[config.mk]
export PLATFORM = sky130hd
export DESIGN_NAME = drive_bus_cycler
export DESIGN_NICKNAME = d
export VERILOG_FILES = /design/src/rtl/dbc_pkg.sv /design/src/rtl/dbc_decode.sv /design/src/rtl/dbc_timer.sv /design/src/rtl/drive_bus_cycler.sv
export SDC_FILE = /design/constraint.sdc
export NUM_CORES = 1
export LEC_CHECK = 0
export CORE_MARGIN = 2
export CORE_UTILIZATION = 40
export CTS_CLUSTER_SIZE = 12
export DETAILED_ROUTE_END_ITERATION = 16
export GPL_TIMING_DRIVEN = 0
export PLACE_DENSITY_LB_ADDON = 0.05
export SLEW_MARGIN = 20
export SYNTH_ARGS = -nofsm -noshare
export SYNTH_HDL_FRONTEND = slang
export SYNTH_HIERARCHICAL = 1
export SYNTH_SLANG_ARGS = --single-unit
[constraint.sdc]
create_clock -name clk -period 2.4 [get_ports clk]
set_input_delay 0.48 -clock clk [delete_from_list [all_inputs] [get_ports clk]]
set_output_delay 0.48 -clock clk [all_outputs]
set_load 0.03 [all_outputs]
[src/rtl/dbc_pkg.sv]
package dbc_pkg;

    typedef enum logic [2:0] {
        ST_IDLE   = 3'd0,
        ST_SETUP  = 3'd1,
        ST_STROBE = 3'd2,
        ST_HOLD   = 3'd3,
        ST_FINISH = 3'd4
    } cyc_state_t;

    localparam int DATA_W  = 16;
    localparam int ADDR_W  = 3;
    localparam int NARROW_W = 8;

    function automatic int cycles_for(input int span_ps, input int clk_ps);
        int raw;
        raw = (span_ps + clk_ps - 1) / clk_ps;
        return (raw < 1) ? 1 : raw;
    endfunction

endpackage

[src/rtl/dbc_decode.sv]
module dbc_decode
    import dbc_pkg::*;
(
    input  logic              aux,
    input  logic              write,
    input  logic [ADDR_W-1:0] index,
    output logic              legal,
    output logic              wide
);
    localparam logic [ADDR_W-1:0] IDX_DATA = ADDR_W'(0);
    localparam logic [ADDR_W-1:0] IDX_AUX_CTRL = ADDR_W'(6);
    localparam logic [ADDR_W-1:0] IDX_AUX_ECHO = ADDR_W'(7);

    always_comb begin
        if (!aux) begin
            legal = 1'b1;
            wide  = (index == IDX_DATA);
        end else begin
            legal = (index == IDX_AUX_CTRL) || ((index == IDX_AUX_ECHO) && !write);
            wide  = 1'b0;
        end
    end
endmodule

[src/rtl/dbc_timer.sv]
module dbc_timer #(
    parameter int W = 4
) (
    input  logic         clk,
    input  logic         rst_n,
    input  logic         load,
    input  logic [W-1:0] load_val,
    output logic         expired
);
    logic [W-1:0] remain;

    always_ff @(posedge clk or negedge rst_n) begin
        if (!rst_n) begin
            remain <= '0;
        end else if (load) begin
            remain <= load_val;
        end else if (remain != '0) begin
            remain <= remain - 1'b1;
        end
    end

    assign expired = (remain == '0);
endmodule

[src/rtl/drive_bus_cycler.sv]
module drive_bus_cycler
    import dbc_pkg::*;
#(
    parameter int CLK_PERIOD_PS = 20000,
    parameter int SETUP_PS      = 25000,
    parameter int STROBE_PS     = 80000,
    parameter int HOLD_PS       = 10000
) (
    input  logic              clk,
    input  logic              rst_n,
    input  logic              req_valid,
    input  logic              req_write,
    input  logic              req_aux,
    input  logic [2:0]        req_addr,
    input  logic [15:0]       req_wdata,
    output logic              rsp_done,
    output logic              rsp_err,
    output logic [15:0]       rsp_rdata,
    output logic              drv_cs0_n,
    output logic              drv_cs1_n,
    output logic [2:0]        drv_addr,
    output logic              drv_rd_n,
    output logic              drv_wr_n,
    input  logic [15:0]       drv_data_in,
    output logic [15:0]       drv_data_out,
    output logic              drv_data_oe
);
    localparam int SETUP_CYC  = cycles_for(SETUP_PS, CLK_PERIOD_PS);
    localparam int STROBE_CYC = cycles_for(STROBE_PS, CLK_PERIOD_PS);
    localparam int HOLD_CYC   = cycles_for(HOLD_PS, CLK_PERIOD_PS);
    localparam int MAX_CYC    = (SETUP_CYC > STROBE_CYC)
                              ? ((SETUP_CYC > HOLD_CYC) ? SETUP_CYC : HOLD_CYC)
                              : ((STROBE_CYC > HOLD_CYC) ? STROBE_CYC : HOLD_CYC);
    localparam int CNT_W      = $clog2(MAX_CYC + 1);
    localparam logic [CNT_W-1:0] SETUP_LD  = CNT_W'(SETUP_CYC - 1);
    localparam logic [CNT_W-1:0] STROBE_LD = CNT_W'(STROBE_CYC - 1);
    localparam logic [CNT_W-1:0] HOLD_LD   = CNT_W'(HOLD_CYC - 1);

    cyc_state_t state_q, state_d;

    logic              dec_legal, dec_wide;
    logic              tmr_load, tmr_expired;
    logic [CNT_W-1:0]  tmr_val;

    logic              lat_write, lat_aux, lat_wide;
    logic [ADDR_W-1:0] lat_addr;
    logic [DATA_W-1:0] lat_wdata;
    logic [DATA_W-1:0] rdata_q;
    logic              err_q;
    logic              bus_active;

    dbc_decode u_decode (
        .aux   (req_aux),
        .write (req_write),
        .index (req_addr),
        .legal (dec_legal),
        .wide  (dec_wide)
    );

    dbc_timer #(.W(CNT_W)) u_timer (
        .clk      (clk),
        .rst_n    (rst_n),
        .load     (tmr_load),
        .load_val (tmr_val),
        .expired  (tmr_expired)
    );

    // State register
    always_ff @(posedge clk or negedge rst_n) begin
        if (!rst_n) begin
            state_q <= ST_IDLE;
        end else begin
            state_q <= state_d;
        end
    end

    // Next state and phase timer loading
    always_comb begin
        state_d  = state_q;
        tmr_load = 1'b0;
        tmr_val  = '0;
        unique case (state_q)
            ST_IDLE: begin
                if (req_valid) begin
                    if (dec_legal) begin
                        state_d  = ST_SETUP;
                        tmr_load = 1'b1;
                        tmr_val  = SETUP_LD;
                    end else begin
                        state_d = ST_FINISH;
                    end
                end
            end
            ST_SETUP: begin
                if (tmr_expired) begin
                    state_d  = ST_STROBE;
                    tmr_load = 1'b1;
                    tmr_val  = STROBE_LD;
                end
            end
            ST_STROBE: begin
                if (tmr_expired) begin
                    state_d  = ST_HOLD;
                    tmr_load = 1'b1;
                    tmr_val  = HOLD_LD;
                end
            end
            ST_HOLD: begin
                if (tmr_expired) begin
                    state_d = ST_FINISH;
                end
            end
            ST_FINISH: begin
                state_d = ST_IDLE;
            end
        endcase
    end

    // Request latch and read capture
    always_ff @(posedge clk or negedge rst_n) begin
        if (!rst_n) begin
            lat_write <= 1'b0;
            lat_aux   <= 1'b0;
            lat_wide  <= 1'b0;
            lat_addr  <= '0;
            lat_wdata <= '0;
            rdata_q   <= '0;
            err_q     <= 1'b0;
        end else begin
            if (state_q == ST_IDLE && req_valid) begin
                lat_write <= req_write;
                lat_aux   <= req_aux;
                lat_wide  <= dec_wide;
                lat_addr  <= req_addr;
                lat_wdata <= dec_wide ? req_wdata
                                      : {{(DATA_W-NARROW_W){1'b0}}, req_wdata[NARROW_W-1:0]};
                rdata_q   <= '0;
                err_q     <= !dec_legal;
            end else if (state_q == ST_STROBE && tmr_expired && !lat_write) begin
                rdata_q <= lat_wide ? drv_data_in
                                    : {{(DATA_W-NARROW_W){1'b0}}, drv_data_in[NARROW_W-1:0]};
            end
        end
    end

    // Outputs
    always_comb begin
        bus_active   = (state_q == ST_SETUP) || (state_q == ST_STROBE) || (state_q == ST_HOLD);
        drv_cs0_n    = !(bus_active && !lat_aux);
        drv_cs1_n    = !(bus_active && lat_aux);
        drv_addr     = lat_addr;
        drv_rd_n     = !((state_q == ST_STROBE) && !lat_write);
        drv_wr_n     = !((state_q == ST_STROBE) && lat_write);
        drv_data_oe  = bus_active && lat_write;
        drv_data_out = lat_wdata;
        rsp_done     = (state_q == ST_FINISH);
        rsp_err      = err_q;
        rsp_rdata    = rdata_q;
    end
endmodule

==> impl_metrics.csv <==
group,metric,value,unit
pwr,p_leak,1.40,nW
setup_path,start_kind,"flip-flop",
layout,drive_gt1_frac,0.128,
placed_design,postPlaceCellArea,3060,sq um
global_routing,grt_antenna_before_repair,0,
clock_network,htree_levels,2,
clock_network,cts.reportedPaths.clkPinSlew,0.08,ns
layout,insertedDiodeCount,0,
layout,syn_to_final_growth,49.1,%
timing,drv_slew,0,
timing,worst_hold_slack,0.116,ns
timing,rsz0062_at_grt,"no",
timing,finalHoldViolCount,0,
setup_path,crit_slowest_cell,"clkdlybuf4s50_1",
drt,routedWlPerCell,13.6,microns
layout,nets,329,
clock_network,insertion_delay,0.30,ns
global_routing,grt_overflow_total,0,
logic_synthesis,synth_top_area_cell,"dfrtp_1",
layout,multi_input_area,895,sq um
setup_path,r2r_cells,9,
placed_design,hpwlAfterDp,3.57,mm
layout,seq_area,1130,sq um
logic_synthesis,syn_area,2140,sq um
drt,wl,4.88,mm
drt,vias,1687,
layout,final_cell_area,3190,sq um
setup_path,cpLargestDelayFamily,"buffers and inverters",
logic_synthesis,ys_seq_area_frac,0.526,
pwr,ir_worst_vdd,0.674,mV
setup_path,cp.required,1.92,ns
floorplanning,die_w,77.2,microns
setup_path,r2r-start,"u_timer/remain[0]",
setup_path,slowest_delay,0.60,ns
logic_synthesis,synthDistinctLibCells,37,
placed_design,io_buffers,81,
clock_network,cts_buffers,5,
pwr,cellPowerDensity,1070,nW/um^2
setup_path,cp_cell_sequence,"buf_2 > or3_1 > clkdlybuf4s50_1",
floorplanning,die_h,77.2,microns
global_routing,grt_max_degree,29,
logic_synthesis,synth_top_area_frac,0.526,
setup_path,worst-setup-path-type,"flip-flop to output pin",
run_status,status,"complete, no violations",
placed_design,place_congestion,0.774,
floorplanning,core,5140,sq um
clock_network,clock-sinks,45,
floorplanning,num_rows,26,
layout,stdcell_count,358,
timing,setup_viol,0,
job,max_cap_viol_count,0,
clock_network,tritoncts,"yes",
floorplanning,start_util,0.417,
drt,drcViolationCount,0,
logic_synthesis,syn_inst,199,
timing,max_freq,434,MHz
logic_synthesis,syn_nets,241,
setup_path,cp_data_arrival_time,1.83,ns
global_routing,grt_pass1_vias,1695,
logic_synthesis,ys_ff_latch,45,
setup_path,reg2reg_to,"rsp_rdata[6]",
placed_design,post-place-cells,351,
setup_path,critPathBufInv,2,
floorplanning,io_pins,82,
setup_path,endpoint_kind,"output pin",
global_routing,grt_util_all_layers,0.180,
clock_network,cts-root-buf,"clkbuf_8",
clock_network,cts_buffer_depth,2,
timing,period_needed,2.31,ns
setup_path,rrSetupSlack,0.29,ns
layout,fillers,466,
logic_synthesis,avgSynthCellArea,10.8,sq um
logic_synthesis,yosys-top-cells-area,"dfrtp_1 (53%), mux2_4 (9.8%), nand2_1 (7.9%)",
timing,setup_ws,0.0943,ns
drt,viasPerCell,4.71,
pwr,power.total,3.40,mW
drt,drt_iter0_drc,76,
clock_network,ctsHoldBuffers,0,
worst_hold_path,holdCritPathClass,"input pin to asynchronous set/reset pin",
timing,min_period_over_period,0.961,
global_routing,grt_pass1_wl,8.49,mm
timing,skew,0.00578,ns
logic_synthesis,yosysWarnings,6,
drt,ant_nets,0,
placed_design,post-place-ws,-0.0903,ns
setup_path,critical_path.max_fanout,10,
floorplanning,die-area,5960,sq um
drt,first_pass_iters,4,
report_power, final:
group | switching, mW | leakage, nW | internal [mW]
logic | 0.843 | 0.745 | 0.771
clock network | 0.262 | 0.0681 | 0.414
registers | 0.144 | 0.585 | 0.970
total | 1.25 | 1.40 | 2.15
cells in the mapped netlist:
cell type,count
or3b_1,1
a31o_2,1
nand3b_1,1
dfrtp_1,45
conb_1,1
a221oi_1,1
nor4b_1,2
o211ai_1,1
nor2_1,6
nor4_2,1
buf_2,2
buf_4,2
a21oi_1,1
mux2i_1,16
nand3_1,1
inv_1,14
o21ai_1,1
and3b_1,1
buf_6,2
nand2b_1,1
buf_1,2
a311oi_1,2
or4b_1,1
clkbuf_1,5
o21ai_0,11
nand2_1,45
ha_1,2
a31oi_1,1
o22ai_1,1
xor2_1,2
a32oi_1,1
or2b_1,1
and2_1,3
mux2_4,14
nor2b_1,5
and4bb_2,1
or3_1,1
kinds of logic after synthesis:
family	share of synthesized area
compound gates	0.0602
simple gates	0.161
other cells	0.00175
buf+inv	0.0590
flops	0.526
fa+ha+maj	0.0117
xor+xnor	0.00818
mux	0.173
final cells by class:
type / count / share of cell area
tap: 70 / 0.0274
inverter: 14 / 0.0165
clock buffer: 5 / 0.0216
timing repair buffer: 82 / 0.259
multi-input combinational: 127 / 0.280
buffer: 12 / 0.0223
sequential: 45 / 0.353
clock inverter: 3 / 0.0204
worst register-to-register path: stages, from the launching register on:
cell      delay [ns]
dfrtp_1         0.40
inv_1           0.09
ha_1            0.20
nand2b_1        0.10
inv_1           0.15
nor2b_1         0.23
and4bb_2        0.24
buf_4           0.17
buf_4           0.23
mux2i_1         0.22
registers in the layout (all words and copies together) (netlist names):
| name | flops |
|---|---|
| lat_write | 1 |
| rsp_rdata | 16 |
| state_q | 3 |
| lat_wide | 1 |
| rsp_err | 1 |
| drv_data_out | 16 |
| u_timer/remain | 3 |
| drv_addr | 3 |
| lat_aux | 1 |
metrics by stage:
step | setup TNS, ns | utilization
after floorplan | 0 | -
after global placement | -22.83 | 0.592
after detailed placement | -0.168 | 0.594
after CTS | 0 | 0.620
after global routing | 0 | 0.621
final | 0 | 0.621
what timing repair did:
| item | 4_1_cts | 5_1_grt |
|---|---|---|
| endpoints found under the setup margin | 4 | 6 |
| buffers inserted | 0 | 0 |
| gates cloned | 0 | 0 |
| gates resized for setup | 1 | 4 |
layer usage:
| metal | global-route usage | vias to the layer above | wire length, microns |
|---|---|---|---|
| met3 | 0.0447 | 5 | 287 |
| met4 | 0.0589 | 0 | 60 |
| met2 | 0.265 | 54 | 2220 |
| met1 | 0.259 | 802 | 2310 |
| met5 | 0 | - | 0 |
| li1 | - | 826 | - |
cells in the final DEF (no fill, tap or decap), drive strengths merged, types with 3 or more instances in the layout:
cell and n:
buf 10, nor2b 5, and2 3, o21ai 12
inv 14, dfrtp 45, nor2 6, nand2 45
clkdlybuf4s50 80, mux2 14, clkbuf 9, mux2i 16
worst max path at each step:
| stage | depth (start not counted) | slack (ns) | startpoint | to |
|---|---|---|---|---|
| 3_5_place_dp | 7 | -0.09 | req_addr[0] | u_timer/remain[1] |
| 3_3_place_gp | 1 | -0.51 | rst_n | rsp_rdata[8] |
| 6_report | 3 | 0.09 | state_q[2] | drv_cs0_n |
| 5_1_grt | 4 | 0.009 | state_q[0] | drv_cs1_n |
| 2_1_floorplan | 9 | 0.59 | u_timer/remain[0] | rsp_rdata[10] |
| 4_1_cts | 4 | 0.01 | state_q[0] | drv_data_oe |
(Power assumes the default switching activity.)
